--- config.mk ---
export PLATFORM = sky130hd
export DESIGN_NAME = adc_conv_ctrl
export DESIGN_NICKNAME = d
export VERILOG_FILES = /design/src/rtl/adc_ctrl_pkg.sv /design/src/rtl/adc_sync2.sv /design/src/rtl/adc_phase_timer.sv /design/src/rtl/adc_capture_reg.sv /design/src/rtl/adc_conv_fsm.sv /design/src/rtl/adc_conv_ctrl.sv
export SDC_FILE = /design/constraint.sdc
export NUM_CORES = 1
export LEC_CHECK = 0
export BUFFER_PORTS_ARGS = -buffer_cell sky130_fd_sc_hd__buf_2
export CAP_MARGIN = 25
export CORE_MARGIN = 2
export CORE_UTILIZATION = 44
export CTS_BUF_LIST = sky130_fd_sc_hd__clkbuf_4 sky130_fd_sc_hd__clkbuf_8 sky130_fd_sc_hd__clkbuf_16
export DETAILED_ROUTE_END_ITERATION = 12
export PLACE_DENSITY = 0.77
export SETUP_SLACK_MARGIN = 0.1
export SYNTH_ARGS = -nofsm -noshare
export SYNTH_HDL_FRONTEND = slang
export SYNTH_SLANG_ARGS = --single-unit
--- constraint.sdc ---
create_clock -name clk_i -period 1.5 [get_ports clk_i]
set_input_delay 0.15 -clock clk_i [delete_from_list [all_inputs] [get_ports clk_i]]
set_output_delay 0.15 -clock clk_i [all_outputs]
set_load 0.005 [all_outputs]
--- src/rtl/adc_ctrl_pkg.sv ---
package adc_ctrl_pkg;
  typedef enum logic [1:0] {
    ST_IDLE      = 2'd0,
    ST_STROBE    = 2'd1,
    ST_WAIT_RISE = 2'd2,
    ST_CONV      = 2'd3
  } conv_state_e;
endpackage

--- src/rtl/adc_sync2.sv ---
module adc_sync2 #(
  parameter int  W       = 1,
  parameter logic RST_VAL = 1'b0
) (
  input  logic         clk_i,
  input  logic         rst_ni,
  input  logic [W-1:0] d_i,
  output logic [W-1:0] q_o
);
  logic [W-1:0] meta_q, sync_q;

  always_ff @(posedge clk_i or negedge rst_ni) begin
    if (!rst_ni) begin
      meta_q <= {W{RST_VAL}};
      sync_q <= {W{RST_VAL}};
    end else begin
      meta_q <= d_i;
      sync_q <= meta_q;
    end
  end

  assign q_o = sync_q;
endmodule

--- src/rtl/adc_phase_timer.sv ---
module adc_phase_timer #(
  parameter int CNT_W = 4
) (
  input  logic             clk_i,
  input  logic             rst_ni,
  input  logic             clr_i,
  output logic [CNT_W-1:0] cnt_o
);
  localparam logic [CNT_W-1:0] CntMax = {CNT_W{1'b1}};
  logic [CNT_W-1:0] cnt_q;

  // saturating phase counter, cleared on phase entry
  always_ff @(posedge clk_i or negedge rst_ni) begin
    if (!rst_ni)               cnt_q <= '0;
    else if (clr_i)            cnt_q <= '0;
    else if (cnt_q != CntMax)  cnt_q <= cnt_q + 1'b1;
  end

  assign cnt_o = cnt_q;
endmodule

--- src/rtl/adc_capture_reg.sv ---
module adc_capture_reg #(
  parameter int DATA_W = 12
) (
  input  logic              clk_i,
  input  logic              rst_ni,
  input  logic              load_i,
  input  logic [DATA_W-1:0] data_i,
  output logic [DATA_W-1:0] sample_o,
  output logic              valid_o
);
  logic [DATA_W-1:0] sample_q;
  logic              valid_q;

  always_ff @(posedge clk_i or negedge rst_ni) begin
    if (!rst_ni) begin
      sample_q <= '0;
      valid_q  <= 1'b0;
    end else begin
      valid_q <= load_i;
      if (load_i) sample_q <= data_i;
    end
  end

  assign sample_o = sample_q;
  assign valid_o  = valid_q;
endmodule

--- src/rtl/adc_conv_fsm.sv ---
module adc_conv_fsm
  import adc_ctrl_pkg::*;
#(
  parameter int LOW_CYC  = 3,
  parameter int RISE_TMO = 8,
  parameter int FALL_TMO = 12,
  parameter int CNT_W    = 4
) (
  input  logic             clk_i,
  input  logic             rst_ni,
  input  logic             start_i,
  input  logic             busy_s_i,
  input  logic [CNT_W-1:0] cnt_i,
  output logic             tmr_clr_o,
  output logic             capture_o,
  output logic             ready_o,
  output logic             rc_no,
  output logic             tmo_rise_o,
  output logic             tmo_fall_o
);
  localparam logic [CNT_W-1:0] LowLast  = CNT_W'(LOW_CYC - 1);
  localparam logic [CNT_W-1:0] RiseLast = CNT_W'(RISE_TMO - 1);
  localparam logic [CNT_W-1:0] FallLast = CNT_W'(FALL_TMO - 1);

  conv_state_e state_q, state_d;
  logic        seen_q, rc_q, trise_q, tfall_q;
  logic        rise_err, fall_err;

  always_comb begin
    state_d   = state_q;
    tmr_clr_o = 1'b0;
    capture_o = 1'b0;
    rise_err  = 1'b0;
    fall_err  = 1'b0;
    unique case (state_q)
      ST_IDLE: begin
        if (start_i) begin
          state_d   = ST_STROBE;
          tmr_clr_o = 1'b1;
        end
      end
      ST_STROBE: begin
        if (cnt_i == LowLast) begin
          if (seen_q || busy_s_i) begin
            state_d   = ST_CONV;
            tmr_clr_o = 1'b1;
          end else begin
            state_d = ST_WAIT_RISE;
          end
        end
      end
      ST_WAIT_RISE: begin
        if (busy_s_i) begin
          state_d   = ST_CONV;
          tmr_clr_o = 1'b1;
        end else if (cnt_i == RiseLast) begin
          state_d  = ST_IDLE;
          rise_err = 1'b1;
        end
      end
      ST_CONV: begin
        if (!busy_s_i) begin
          state_d   = ST_IDLE;
          capture_o = 1'b1;
        end else if (cnt_i == FallLast) begin
          state_d  = ST_IDLE;
          fall_err = 1'b1;
        end
      end
      default: state_d = ST_IDLE;
    endcase
  end

  always_ff @(posedge clk_i or negedge rst_ni) begin
    if (!rst_ni) begin
      state_q <= ST_IDLE;
      seen_q  <= 1'b0;
      rc_q    <= 1'b1;
      trise_q <= 1'b0;
      tfall_q <= 1'b0;
    end else begin
      state_q <= state_d;
      rc_q    <= (state_d != ST_STROBE);
      trise_q <= rise_err;
      tfall_q <= fall_err;
      if (state_q != ST_STROBE)  seen_q <= 1'b0;
      else if (busy_s_i)         seen_q <= 1'b1;
    end
  end

  assign ready_o    = (state_q == ST_IDLE);
  assign rc_no      = rc_q;
  assign tmo_rise_o = trise_q;
  assign tmo_fall_o = tfall_q;
endmodule

--- src/rtl/adc_conv_ctrl.sv ---
module adc_conv_ctrl #(
  parameter int DATA_W   = 12,
  parameter int LOW_CYC  = 3,
  parameter int RISE_TMO = 8,
  parameter int FALL_TMO = 12
) (
  input  logic              clk_i,
  input  logic              rst_ni,
  input  logic              start_i,
  output logic              ready_o,
  output logic              adc_rc_no,
  input  logic              adc_busy_i,
  input  logic [DATA_W-1:0] adc_data_i,
  output logic [DATA_W-1:0] sample_o,
  output logic              valid_o,
  output logic              tmo_rise_o,
  output logic              tmo_fall_o
);
  localparam int MaxLim = (RISE_TMO > FALL_TMO) ? RISE_TMO : FALL_TMO;
  localparam int CNT_W  = $clog2(MaxLim + 1);

  logic             busy_s;
  logic [CNT_W-1:0] cnt;
  logic             tmr_clr, capture;

  adc_sync2 #(.W(1), .RST_VAL(1'b0)) u_busy_sync (
    .clk_i (clk_i),
    .rst_ni(rst_ni),
    .d_i   (adc_busy_i),
    .q_o   (busy_s)
  );

  adc_phase_timer #(.CNT_W(CNT_W)) u_timer (
    .clk_i (clk_i),
    .rst_ni(rst_ni),
    .clr_i (tmr_clr),
    .cnt_o (cnt)
  );

  adc_conv_fsm #(
    .LOW_CYC (LOW_CYC),
    .RISE_TMO(RISE_TMO),
    .FALL_TMO(FALL_TMO),
    .CNT_W   (CNT_W)
  ) u_fsm (
    .clk_i     (clk_i),
    .rst_ni    (rst_ni),
    .start_i   (start_i),
    .busy_s_i  (busy_s),
    .cnt_i     (cnt),
    .tmr_clr_o (tmr_clr),
    .capture_o (capture),
    .ready_o   (ready_o),
    .rc_no     (adc_rc_no),
    .tmo_rise_o(tmo_rise_o),
    .tmo_fall_o(tmo_fall_o)
  );

  adc_capture_reg #(.DATA_W(DATA_W)) u_cap (
    .clk_i   (clk_i),
    .rst_ni  (rst_ni),
    .load_i  (capture),
    .data_i  (adc_data_i),
    .sample_o(sample_o),
    .valid_o (valid_o)
  );
endmodule

### After elaboration in Yosys (flattened, before gate mapping)

Cells that the tools add are included.

| operators by class | value |
|---|---|
| reduce and logical (&&, ||, !) cells | 4 |
| equality and inequality tests | 9 |
| add/sub/neg operators | 1 |
| muxes and demuxes | 25 |

Operators by type and width:

| operator | count |
|---|---|
| 1-bit two-way mux | 15 |
| 2-bit two-way mux | 6 |
| 4-bit two-way mux | 2 |
| 2-bit one-hot mux with 4 select lines | 1 |
| 4-bit by 1-bit adder with 4-bit output, second input constant | 1 |
| 2-bit == test, second input constant | 2 |
| 4-bit by 2-bit == test with 1-bit output, second input constant | 1 |
| 4-bit by 3-bit == test with 1-bit output, second input constant | 1 |
| 4-bit == test, second input constant | 1 |
| 2-bit by 1-bit != test with 1-bit output, second input constant | 2 |
| 4-bit != test, second input constant | 1 |
| 2-bit nonzero test | 2 |
| 1-bit one-hot mux with 3 select lines | 1 |
| 2-bit by 1-bit == test with 1-bit output, second input constant | 1 |
| 2-bit zero test | 1 |
| 1-bit logical OR | 1 |

| word-level totals | value |
|---|---|
| output and inout bits | 17 |
| input port bits | 16 |
| bits in registers | 25 |
| word-level logic and storage cells | 49 |

### Longest topological paths before layout

| logic depth | value |
|---|---|
| depth after elaboration | 5 |
| gate-level depth with buffers | 6 |
| mapped depth without buffers | 5 |

### Modules after synthesis

From an unflattened synthesis, not the netlist that was laid out.

| second synthesis, totals | value |
|---|---|
| cell total of the unflattened synthesis | 80 |
| area total of the unflattened synthesis | 1,106.1 um2 |

Modules (own cells, without submodules):

| module | cells each | sequential area each (um2) | area each (um2) | times used |
|---|---|---|---|---|
| adc_capture_reg | 26 | 325.3 | 509.2 | 1 |
| adc_conv_fsm | 33 | 151.4 | 332.8 | 1 |
| adc_phase_timer | 19 | 100.1 | 214.0 | 1 |
| adc_sync2 | 2 | 50.0 | 50.0 | 1 |

### Worst setup path after synthesis

No wires, ideal clock.

| path | value |
|---|---|
| kind | reg-to-reg |
| start | reg u_timer.cnt_q[0], in the netlist u_timer.cnt_o[0] |
| end | reg u_timer.cnt_q[0], in the netlist u_timer.cnt_o[0] |
| path buffers | 0 |
| cell stages (with the launch flop) | 6 |
| clock period less this slack | 1.595 ns |
| path slack | -0.095 ns |
| arrival time | 1.461 ns |
| data required time | 1.366 ns |
| library setup time | 0.134 ns |
| path through | dfrtp_1 > inv_1 > ha_1 > or3b_2 > o32ai_1 > nor2_1 |

| between the ends | value |
|---|---|
| cells in the longest elaborated chain, start to end | 4 |
| elaborated cells on any way between the ends | 8 |
| classes of those cells | 1 x add/sub; 2 x eq/ne; 4 x mux; 1 x reduce/logical |

RTL lines:

| what | RTL line | text |
|---|---|---|
| start, declared | adc_phase_timer.sv:10 | `logic [CNT_W-1:0] cnt_q;` |
| start signal, assigned | adc_phase_timer.sv:16 | `else if (cnt_q != CntMax) cnt_q <= cnt_q + 1'b1;` |
| 4-bit by 2-bit == test with 1-bit output | adc_conv_fsm.sv:43 | `if (cnt_i == LowLast) begin` |
| 1-bit two-way mux | adc_conv_fsm.sv:43 |  |
| 1-bit one-hot mux with 3 select lines | adc_conv_fsm.sv:35 | `unique case (state_q)` |
| 4-bit two-way mux or 2-bit nonzero test (tied branches) | n/a |  |

Several ways; a longest one is shown, not always the timed one. The select of a mux whose other input is x is not followed.
A chain may end at the register's enable or synchronous reset.

### Worst setup path after layout

| path | value |
|---|---|
| start | reg u_timer.cnt_q[0], in the netlist u_timer.cnt_o[0] |
| end | reg u_timer.cnt_q[1], in the netlist u_timer.cnt_o[1] |

Same word-level chain as after synthesis.

==> flow_summary.ini <==
[critical_path]
crit_type = reg -> reg
crit_path_end_kind = flip-flop
worstRegToRegCells = 5
worstSetupStartpointType = flip-flop
arrival_ns = 1.70
timing.rr.start = u_timer.cnt_o[0]$_DFFE_PN0P_
r2r_end = u_timer.cnt_o[1]$_DFFE_PN0P_
reg2reg_slack_ns = 0.004
required_ns = 1.70
path_max_fanout = 3

[cts]
path_clk_slew_ns = 0.12
clock-sinks = 25
insertion_delay_ns = 0.31
cts_tree = built
h-tree-depth = 1
root_buffer = clkbuf_4
numCtsBuffers = 3
clockBufferDepth = 2

[final_layout]
fin_nets = 141
fin_area_sq_um = 1391
n_antenna_cell = 0
drive_gt1_frac = 0.5328
syn2layout_area_growth_pct = 27.23
post-route-util = 0.5774

[grt]
grt_max_degree = 26
antenna_found_initial = 0
grt_pass1_wl_um = 3091
grt_pass1_vias = 712
grt_overflow = 0
gr-usage-all-layers = 0.1530

[placed_design]
port_buffers = 32
dp_slack_ns = -0.01456
gp_congestion = 0.7348
dpl_cell_area_sq_um = 1281
hpwl_um = 1285

[power_and_ir_drop]
p_leak_nw = 0.7071
p_total_mw = 2.633
ir_worst_vdd_v = 0.001027
power.density_nw_per_um2 = 1892

[detailed_routing]
dr.pass1.iters = 4
wl_per_cell_um = 12.76
vias = 768
wl_um = 1940
ant_nets = 0
vias_per_cell = 5.053
drtIter0Drc = 2
route.detailed.drc = 0

[yosys]
syn_area_per_cell_sq_um = 13.67
ys_seq_elements = 25
synthTopCellsByArea = dfrtp_1 55%, mux2_4 12%, nor2_1 3.4%
syn-num-nets = 98
ys.flop_type = dfrtp_1
async_flop_share = 1.000
synthesis.area_sq_um = 1094
syn-instance-count = 80
synth_largest_area_cell = dfrtp_1
synth-seq-area-share = 0.5732
yosysWarnings = 0
synth_edf_count = 0
synth_top_area_share = 0.5492
synth.distinct_cells = 30

[worst_hold_path]
hold_end = u_cap.sample_o[0]$_DFFE_PN0P_
hold_start = adc_data_i[0]
hold_path_class = in -> reg
whs_path_depth = 2

[timing]
slew_violations = 0
worst_slack_ns = 0.004224
setup-tns-final_ns = 0
max_freq_mhz = 668.5
fin_skew_ns = 0.004522
rsz0062_at_grt = yes
hold_violations = 0
setup_viol = 0
tightest_slew_ns = 0.5302
fin_crit_ns = 1.496
relSlewSlack = 0.6466
period_share = 0.9972

[floorplan]
core_sq_um = 2410
fp.dieW_um = 53.86
die_area_sq_um = 2900
ios = 33
initial_utilization = 0.4538
row_count = 18
fp.dieH_um = 53.86

[job]
max-cap-violations = 0

[outcome]
outcome = complete, no violations
-- final cells by class --
class | count | area (sq um)
clock buffers | 4 | 30.03
flip-flops and latches | 25 | 626.9
repair buffers | 41 | 236.5
well taps | 30 | 37.54
multi-input cells | 48 | 445.4
inverters | 4 | 15.01
fillers | 203 | 1018
-- cell usage after synthesis, drive strengths merged (2+ instances only) --
cell    instances
dfrtp          24
buf             4
inv             4
nor2           10
nand3b          2
nand2           2
o21ai           2
mux2           12
o32ai           2
ha              2
-- power by group --
part / switching [mW] / total, mW / leakage, nW / internal (mW)
sequential: 0.173 / 1.13 / 0.294 / 0.957
clock: 0.185 / 0.307 / 0.0184 / 0.122
combinational: 0.486 / 1.20 / 0.394 / 0.710
-- layout by cell type (no fill, tap or decap) --
| cell type | instances |
|---|---|
| buf_2 | 32 |
| dfrtp_1 | 24 |
| nor2_1 | 9 |
| mux2_4 | 9 |
| buf_4 | 6 |
| clkbuf_4 | 4 |
| mux2_2 | 3 |
| inv_1 | 2 |
| inv_2 | 2 |
| o21ai_0 | 2 |
| nand2_1 | 2 |
| nand3b_1 | 2 |
| or3_4 | 2 |
| ha_1 | 2 |
| dlygate4sd3_1 | 2 |
| or4bb_4 | 1 |
| nor2_4 | 1 |
| nand4b_1 | 1 |
| o32ai_1 | 1 |
| a21oi_1 | 1 |
| o22ai_1 | 1 |
| and2_1 | 1 |
| nor4_1 | 1 |
| or3b_4 | 1 |
| or2b_1 | 1 |
| mux2i_1 | 1 |
| o32ai_4 | 1 |
| nand3_1 | 1 |
| a211oi_1 | 1 |
| xnor2_1 | 1 |
| and3_1 | 1 |
| o221a_2 | 1 |
| buf_6 | 1 |
| dfstp_2 | 1 |
-- cell families after synthesis --
group	Yosys count	share of synthesized area
buffers and inverters	8	0.05950
AND/OR/NAND/NOR	23	0.1202
XOR/XNOR	1	0.008011
multiplexers	13	0.1636
AO/OA/AOI/OAI	8	0.05264
adder cells (fa/ha/maj)	2	0.02288
flip-flops	25	0.5732
-- what timing repair did --
action / 4_1_cts / 5_1_grt
hold buffers: 2 / 0
endpoints found under the hold margin: 25 / 0
buffers inserted: 3 / 0
endpoints found under the setup margin: 4 / 17
pin swaps: 3 / 3
gates cloned: 0 / 1
gates resized for setup: 3 / 3
-- routing by layer --
metal,up-vias,track usage,share of wire,wire length [um]
met2,31,0.2500,0.48,922
li1,366,-,-,-
met4,0,0.09829,0.035,68
met3,9,0.04444,0.076,147
met5,-,0,0,0
met1,362,0.1735,0.41,802
-- stage by stage --
stage	instances	hold WS, ns
3_3_place_gp	142	0.1555
3_5_place_dp	142	0.1610
4_1_cts	151	0.04659
5_1_grt	152	0.04039
2_1_floorplan	80	-0.1456
6_report	152	0.06052
-- worst max-delay path, cell delays in order (launching register included) --
cell and delay (ns):
dfrtp_1 0.40, inv_1 0.06, ha_1 0.15, or3b_4 0.39, o32ai_4 0.31, a211oi_1 0.09
-- worst max path at each step --
stage,end,startpoint,cells past startpoint,slack (ns)
after floorplan,u_cap.sample_o[10]$_DFFE_PN0P_,u_fsm.state_q[0]$_DFF_PN0_,6,0.005
after global placement,u_timer.cnt_o[1]$_DFFE_PN0P_,u_timer.cnt_o[0]$_DFFE_PN0P_,5,0.06
after detailed placement,u_timer.cnt_o[1]$_DFFE_PN0P_,u_timer.cnt_o[0]$_DFFE_PN0P_,5,-0.01
after CTS,u_timer.cnt_o[1]$_DFFE_PN0P_,u_timer.cnt_o[0]$_DFFE_PN0P_,5,0.02
after global routing,u_timer.cnt_o[1]$_DFFE_PN0P_,u_timer.cnt_o[0]$_DFFE_PN0P_,5,-0.09
final,u_timer.cnt_o[1]$_DFFE_PN0P_,u_timer.cnt_o[0]$_DFFE_PN0P_,5,0.004
-- state kept, by name, indices dropped and copies added, names as in the netlist --
| register | cells |
|---|---|
| u_busy_sync.meta_q | 1 |
| u_busy_sync.q_o | 1 |
| u_cap.sample_o | 12 |
| u_cap.valid_o | 1 |
| u_fsm.rc_no | 1 |
| u_fsm.seen_q | 1 |
| u_fsm.state_q | 2 |
| u_fsm.tmo_fall_o | 1 |
| u_fsm.tmo_rise_o | 1 |
| u_timer.cnt_o | 4 |
Note: power is estimated with default switching activity, not from simulation.
